File: src/rtl/rpc_pkg.sv
package rpc_pkg;
  // event judged relative to the current correction
  typedef struct packed {
    logic bad;
    logic good;
  } rel_evt_t;

  localparam int unsigned NUM_KINDS  = 2;
  localparam int unsigned KIND_PULSE = 0;
  localparam int unsigned KIND_FRAME = 1;
endpackage

File: src/rtl/rpc_orient.sv
module rpc_orient
  import rpc_pkg::*;
(
  input  logic     invert_i,
  input  logic     raw_norm_i,
  input  logic     raw_inv_i,
  output rel_evt_t evt_o
);
  always_comb begin
    evt_o.bad  = invert_i ? raw_norm_i : raw_inv_i;
    evt_o.good = invert_i ? raw_inv_i  : raw_norm_i;
  end
endmodule

File: src/rtl/rpc_streak.sv
module rpc_streak
  import rpc_pkg::*;
#(
  parameter int unsigned RUN = 8
) (
  input  logic     clk_i,
  input  logic     rst_ni,
  input  logic     clr_i,
  input  rel_evt_t evt_i,
  output logic     hit_o
);
  localparam int unsigned W = $clog2(RUN + 1);
  localparam logic [W-1:0] LAST = W'(RUN - 1);

  logic [W-1:0] cnt_q;

  assign hit_o = evt_i.bad && (cnt_q == LAST);

  always_ff @(posedge clk_i or negedge rst_ni) begin
    if (!rst_ni)        cnt_q <= '0;
    else if (clr_i)     cnt_q <= '0;
    else if (evt_i.bad) cnt_q <= cnt_q + 1'b1;
    else if (evt_i.good) cnt_q <= '0;
  end

  p_run_bound_r4: assert property (@(posedge clk_i) disable iff (!rst_ni)
    cnt_q < W'(RUN));
  p_hit_restart_r6: assert property (@(posedge clk_i) disable iff (!rst_ni)
    hit_o |=> (cnt_q == '0));
endmodule

File: src/rtl/rpc_timeout.sv
module rpc_timeout #(
  parameter int unsigned LIMIT = 150_000
) (
  input  logic clk_i,
  input  logic rst_ni,
  input  logic tick_i,
  input  logic act_i,
  output logic fire_o
);
  localparam int unsigned W = $clog2(LIMIT + 1);
  localparam logic [W-1:0] LAST = W'(LIMIT - 1);

  logic [W-1:0] cnt_q;

  assign fire_o = tick_i && !act_i && (cnt_q == LAST);

  always_ff @(posedge clk_i or negedge rst_ni) begin
    if (!rst_ni)                cnt_q <= '0;
    else if (act_i || fire_o)   cnt_q <= '0;
    else if (tick_i)            cnt_q <= cnt_q + 1'b1;
  end

  p_act_restart_r8: assert property (@(posedge clk_i) disable iff (!rst_ni)
    act_i |=> (cnt_q == '0));
  p_cnt_bound_r8: assert property (@(posedge clk_i) disable iff (!rst_ni)
    cnt_q < W'(LIMIT));
endmodule

File: src/rtl/rx_polarity_fix.sv
module rx_polarity_fix
  import rpc_pkg::*;
#(
  parameter int unsigned PULSE_RUN     = 8,
  parameter int unsigned FRAME_RUN     = 4,
  parameter int unsigned TIMEOUT_TICKS = 150_000
) (
  input  logic clk_i,
  input  logic rst_ni,
  input  logic lp_norm_i,
  input  logic lp_inv_i,
  input  logic eof_norm_i,
  input  logic eof_inv_i,
  input  logic activity_i,
  input  logic tick_i,
  output logic invert_o,
  output logic rx_err_o
);
  logic                 invert_q, err_q;
  logic [NUM_KINDS-1:0] raw_norm, raw_inv, hit;
  rel_evt_t             evt [NUM_KINDS];
  logic                 declare, timeout, act;

  assign raw_norm = {eof_norm_i, lp_norm_i};
  assign raw_inv  = {eof_inv_i, lp_inv_i};
  assign declare  = |hit;
  assign act      = activity_i | (|raw_norm) | (|raw_inv);

  for (genvar k = 0; k < NUM_KINDS; k++) begin : g_kind
    localparam int unsigned RUN_K = (k == KIND_PULSE) ? PULSE_RUN : FRAME_RUN;

    rpc_orient u_orient (
      .invert_i  (invert_q),
      .raw_norm_i(raw_norm[k]),
      .raw_inv_i (raw_inv[k]),
      .evt_o     (evt[k])
    );

    rpc_streak #(.RUN(RUN_K)) u_streak (
      .clk_i (clk_i),
      .rst_ni(rst_ni),
      .clr_i (declare | timeout),
      .evt_i (evt[k]),
      .hit_o (hit[k])
    );
  end

  rpc_timeout #(.LIMIT(TIMEOUT_TICKS)) u_timeout (
    .clk_i (clk_i),
    .rst_ni(rst_ni),
    .tick_i(tick_i),
    .act_i (act),
    .fire_o(timeout)
  );

  always_ff @(posedge clk_i or negedge rst_ni) begin
    if (!rst_ni) begin
      invert_q <= 1'b0;
      err_q    <= 1'b0;
    end else begin
      err_q <= evt[KIND_FRAME].bad;
      if (timeout)      invert_q <= 1'b0;
      else if (declare) invert_q <= ~invert_q;
    end
  end

  assign invert_o = invert_q;
  assign rx_err_o = err_q;

  p_hold_r2: assert property (@(posedge clk_i) disable iff (!rst_ni)
    (!declare && !timeout) |=> $stable(invert_o));
  p_single_toggle_r9: assert property (@(posedge clk_i) disable iff (!rst_ni)
    declare |=> (invert_o != $past(invert_o)));
  p_timeout_clear_r8: assert property (@(posedge clk_i) disable iff (!rst_ni)
    timeout |=> !invert_o);
  p_err_source_r7: assert property (@(posedge clk_i) disable iff (!rst_ni)
    rx_err_o |-> $past(eof_inv_i || eof_norm_i));
  p_no_timeout_busy_r8: assert property (@(posedge clk_i) disable iff (!rst_ni)
    act |-> !timeout);
endmodule

File: config.mk
export PLATFORM = sky130hd
export DESIGN_NAME = rx_polarity_fix
export DESIGN_NICKNAME = d
export VERILOG_FILES = /design/src/rtl/rpc_pkg.sv /design/src/rtl/rpc_orient.sv /design/src/rtl/rpc_streak.sv /design/src/rtl/rpc_timeout.sv /design/src/rtl/rx_polarity_fix.sv
export SDC_FILE = /design/constraint.sdc
export NUM_CORES = 1
export LEC_CHECK = 0
export ABC_AREA = 1
export CAP_MARGIN = 20
export CORE_MARGIN = 2
export CORE_UTILIZATION = 30
export DETAILED_ROUTE_END_ITERATION = 6
export DONT_BUFFER_PORTS = 1
export MAX_ROUTING_LAYER = met4
export PLACE_DENSITY = 0.42
export SYNTH_ARGS = -nofsm -noshare
export SYNTH_HDL_FRONTEND = slang
export SYNTH_SLANG_ARGS = --single-unit
File: constraint.sdc
create_clock -name clk_i -period 1.3 [get_ports clk_i]
set_input_delay 0.26 -clock clk_i [delete_from_list [all_inputs] [get_ports clk_i]]
set_output_delay 0.26 -clock clk_i [all_outputs]
set_load 0.01 [all_outputs]
* After elaboration in Yosys (flattened, before gate mapping) *
Cells that the tools add are included.

storage, ports and cells
  bits in registers = 27
  input port bits = 8
  output and inout port bits = 2
  logic and storage cells = 42

operators by class
  $add $sub $neg = 3
  eq/ne operators = 3
  mux-type cells = 14
  bitwise logic cells = 4
  reduce and logical (&&, ||, !) cells = 13

operators by type and width
  cell                                                             number
  18-bit 2-to-1 mux                                                2
  18-bit by 1-bit adder with 18-bit output, second input constant  1
  18-bit == test, second input constant                            1
  4-bit 2-to-1 mux                                                 3
  3-bit 2-to-1 mux                                                 3
  1-bit 2-to-1 mux                                                 6
  3-bit nonzero test                                               2
  2-bit OR reduction                                               3
  4-bit by 1-bit adder with 4-bit output, second input constant    1
  4-bit by 3-bit == test with 1-bit output, second input constant  1
  1-bit logical AND                                                4
  2-bit nonzero test                                               2
  3-bit by 1-bit adder with 3-bit output, second input constant    1
  3-bit by 2-bit == test with 1-bit output, second input constant  1
  1-bit bitwise OR                                                 3
  1-bit logical NOT                                                1
  1-bit logical OR                                                 1
  1-bit inverter                                                   1

* Longest topological paths before layout *
  depth after elaboration = 8
  gate-level depth with buffers = 9
  gate-level depth less buffers = 9

* Hierarchy *
A second synthesis with hierarchy kept.

second synthesis, totals
  cell total of the unflattened synthesis = 247
  area total of the unflattened synthesis = 1714.1 µm²

modules (own cells, without submodules)
  module                            instances  cells each  area an instance (µm²)  seq. area each (µm²)
  rpc_timeout                       1          168         1172.4                  450.4
  rpc_streak at g_kind[0].u_streak  1          28          215.2                   100.1
  rpc_streak at g_kind[1].u_streak  1          22          168.9                   75.1
  rx_polarity_fix                   1          15          105.1                   50.0
  rpc_orient                        2          7           26.3                    0.0

* Least setup slack after synthesis *
No wires, ideal clock.

  path kind = register -> register
  from = register u_timeout.cnt_q[0]
  to = register u_timeout.cnt_q[9]
  library setup time = 71 ps
  arrival = 1319 ps
  required time = 1229 ps
  path slack = -90 ps
  cell stages (with the launch flop) = 10
  buffers on the path = 1
  period minus slack after synthesis = 1390 ps
  cell sequence = dfrtp_1 > ha_1 > nand3_2 > clkinv_1 > nand2_2 > nor2_4 > nand2_4 > buf_6 > nand3_1 > nor2_1

on the way
  longest elaborated chain between the ends = 4
  elaborated cells between the ends (all ways) = 7
  classes of those cells = add/sub (1); eq/ne (1); mux (2); reduce/logical (3)

RTL lines
  item                                                                              line               text
  from (decl)                                                                       rpc_timeout.sv:13  logic [W-1:0] cnt_q;
  from (signal assigned)                                                            rpc_timeout.sv:20  else if (tick_i) cnt_q <= cnt_q + 1'b1;
  branches (longest 4 deep; another with 18-bit by 1-bit adder with 18-bit output)  n/a

Several ways; the timed one is not identified. The select of a mux whose other input is x is not followed.
A chain may end at the register's enable or synchronous reset.

* Final worst setup path *
  from = register u_timeout.cnt_q[0]
  to = register invert_q (netlist: invert_o)

on the way
  longest elaborated chain between the ends = 3
  elaborated cells between the ends (all ways) = 4
  classes of those cells = eq/ne (1); mux (1); reduce/logical (2)

RTL lines
  item                                                    line                   text
  18-bit == test (*)                                      rpc_timeout.sv:15      assign fire_o = tick_i && !act_i && (cnt_q == LAST);
  1-bit logical AND (*)                                   rpc_timeout.sv:15
  1-bit 2-to-1 mux or 2-bit nonzero test (tied branches)  n/a
  to (signal assigned)                                    rx_polarity_fix.sv:63  else if (declare) invert_q <= ~invert_q;
  to (decl)                                               rx_polarity_fix.sv:19  logic invert_q, err_q;

Every way passes the cells marked *; elsewhere a longest branch is shown, timed or not.

==> flow_metrics.py <==
metrics = {
    "synthesis": {
        "ys_types": 26,
        "synth_top_area_share_pct": 38.1,
        "synth_compound_area_share_pct": 5.58,
        "ys.flop_type": "dfrtp_1",
        "synthSimpleGateAreaFrac_pct": 44.4,
        "yosysWarnings": 0,
        "synthArstFlopShare_pct": 100,
        "synth-edff-count": 0,
        "synth_xor_area_share_pct": 1.48,
        "yosys_register_bits": 27,
        "ys_seq_area_share_pct": 38.1,
        "synth_top_family_by_area": "simple AND/OR/NAND/NOR gates",
        "synth_common_cells": "nand2_1 (64), nor2_1 (46), dfrtp_1 (27)",
        "syn_avg_cell_area_sq_um": 7.18,
        "yosys.cell_count.top_type": "nand2_1",
        "synth_cells": 247,
        "syn-num-nets": 259,
        "synth_top_cell_by_area": "dfrtp_1",
        "synth.area.top_cells": "dfrtp_1 (38%), nand2_1 (14%), nor2_1 (9.7%)",
        "synthMuxAreaShare_pct": 0,
        "syn-cell-area_sq_um": 1770,
        "yosys.area_share.adder_pct": 2.82,
    },
    "hold_path": {
        "min_to": "u_timeout.cnt_q[1]",
        "min_path_cells": 2,
        "hp-start": "tick_i",
        "min_path_type": "in2reg",
    },
    "floorplanning": {
        "core_area_sq_um": 5610,
        "die-area_sq_um": 6540,
        "pin_count": 10,
        "rows": 27,
        "start_util_pct": 31.6,
        "die_h_microns": 80.9,
        "die_w_microns": 80.9,
    },
    "sta": {
        "finalMaxSlewViolations": 0,
        "min_period_over_period_pct": 105,
        "period_needed_ns": 1.36,
        "setup_violations": 23,
        "rsz0062_at_grt": "yes",
        "relSlewSlack_pct": 83.3,
        "max_freq_mhz": 735,
        "hold_viol_final": 0,
        "timing.final.ws_setup_ns": -0.0606,
        "fin_skew_ns": 0.00194,
        "tightest_slew_ns": 0.248,
    },
    "outcome": {
        "violations": "negative setup slack",
        "outcome": "finished, violations left",
    },
    "clock_tree": {
        "cts_buffers": 3,
        "cts-root-buf": "clkbuf_8",
        "clock_sinks": 27,
        "htree_num_levels": 1,
        "cts.path.max_buffers": 2,
        "path_clk_slew_ns": 0.10,
        "insertion_delay_ns": 0.28,
        "cts_tree": "yes",
    },
    "finish": {
        "area_growth_syn_to_layout_pct": 28.0,
        "drive_gt1_share_pct": 28.8,
        "fillers": 611,
        "post-route-util_pct": 40.5,
        "diodes": 0,
        "layout.nets": 301,
    },
    "worst_setup_path": {
        "startpoint": "u_timeout.cnt_q[0]",
        "path_cells": "ha_2 > nand3_4 > clkinv_4 > nand2_4 > nor2_4 > nand2_8 > and3_1",
        "cp.arrival_ns": 1.54,
        "worstPathBufferInverterCount": 1,
        "r2r-start": "u_timeout.cnt_q[0]",
        "rr_endpoint": "invert_o",
        "regToRegSetupSlack_ns": -0.06,
        "startpoint_type": "register",
        "reg2reg_depth": 7,
        "crit_fanout": 19,
        "cpLargestDelayFamily": "simple AND/OR/NAND/NOR gates",
        "critPathRequiredTime_ns": 1.48,
        "cp-end-kind": "register",
        "path_class": "reg2reg",
        "slowest_delay_ns": 0.37,
        "slowest_stage": "dfrtp_1",
    },
    "detailed_routing": {
        "first_iter_violations": 77,
        "routed_wl_microns": 4420,
        "drt-pass1-iter-count": 4,
        "drc": 0,
        "routed_via_density": 4.60,
        "post_drt_wl_per_cell_microns": 12.3,
        "dr_total_vias": 1656,
        "postRouteAntennaNets": 0,
    },
    "grt": {
        "grt_max_degree": 28,
        "grt_pass1_vias": 1585,
        "grt_usage_pct": 15.8,
        "antenna_found_initial": 0,
        "grt_pass1_wl_microns": 7600,
        "overflow": 0,
    },
    "placed_design": {
        "hpwl_microns": 3370,
        "port_buffers": 0,
        "gp_congestion": 0.834,
    },
    "power": {
        "power_density_nw_per_um2": 926,
        "max-vdd-ir-drop_mv": 0.618,
        "power.total_mw": 2.10,
        "leakage_nw": 1.03,
    },
    "flow_run": {
        "cap_violations": 0,
    },
}
[layout make-up]
type                    count  area (sq um)  area share [%]
multi-input cells         189          1020            45.0
clock buffers               3          41.3            1.82
clock inverters             1          5.00           0.221
inverters                  27           109            4.80
well taps                  72          90.1            3.97
repair buffers             41           323            14.2
flip-flops and latches     27           681            30.0
[flip-flops by register name (all words and copies together), names as in the netlist]
signal and count:
rx_err_o 1, g_kind.u_streak.cnt_q 7, invert_o 1, u_timeout.cnt_q 18
[layer usage]
metal,routed length [microns],up-vias,global-route usage (%)
met4,42,0,4.41
met1,2340,748,22.1
li1,-,884,-
met3,103,4,3.00
met2,1930,20,23.3
met5,0,-,-
[worst register-to-register path, delay by kind of cell (launching register included)]
| family | cells | cell delay [ns] |
|---|---|---|
| flip-flops | 1 | 0.37 |
| AND/OR/NAND/NOR | 5 | 0.61 |
| adder cells (fa/ha/maj) | 1 | 0.21 |
| buffers and inverters | 1 | 0.07 |
[repair_timing]
| action | 4_1_cts | 5_1_grt |
|---|---|---|
| hold endpoints to repair | 27 | 0 |
| setup buffers | 1 | 1 |
| setup endpoints to repair | 25 | 26 |
| hold buffers | 2 | 0 |
| resized for setup | 8 | 10 |
| pin swaps | 5 | 2 |
[layout by cell type, fill, tap and decap left out, drive strengths merged]
cell type,Yosys,routed
nor3,3,3
clkbuf,1,3
nand2,70,70
and3,1,1
buf,3,40
clkinv,1,2
xnor2,1,1
dfrtp,27,27
nand4,11,11
o211ai,3,3
nand3b,1,1
o21ai,1,1
ha,4,4
inv,26,26
dlygate4sd3,0,1
nor2,55,55
a22oi,1,1
a21oi,12,12
nand3,24,24
xor2,2,2
[power breakdown]
part	leakage [nW]	switching [mW]	internal (mW)
combinational	0.647	0.266	0.288
sequential	0.360	0.0948	0.954
clock	0.0255	0.285	0.216
[metrics by stage]
stage / hold slack, ns / std cells / setup TNS (ns) / instance area [sq um] / worst slack (ns)
floorplan: -0.0356 / 247 / -0.235 / 1800 / -0.0444
global placement: -0.0350 / 352 / -1.92 / 2130 / -0.133
detailed placement: -0.0350 / 352 / -2.34 / 2130 / -0.162
CTS: 0.106 / 359 / -1.23 / 2250 / -0.0875
global route: 0.109 / 360 / -2.85 / 2270 / -0.144
finish: 0.117 / 360 / -0.738 / 2270 / -0.0606
[kinds of logic (layout without fill, tap and decap cells)]
group / after synthesis / after routing
AND/OR/NAND/NOR: 165 / 165
buffers and inverters: 31 / 72
flip-flops: 27 / 27
AO/OA/AOI/OAI: 17 / 17
adder cells (fa/ha/maj): 4 / 4
XOR/XNOR: 3 / 3
[worst max path at each step]
stage | end | depth (start not counted)
2_1_floorplan | g_kind[0].u_streak.cnt_q[2] | 9
3_3_place_gp | u_timeout.cnt_q[13] | 8
3_5_place_dp | u_timeout.cnt_q[2] | 8
4_1_cts | u_timeout.cnt_q[14] | 9
5_1_grt | u_timeout.cnt_q[17] | 8
6_report | invert_o | 7
No activity file was read; power rests on OpenSTA's default activity.
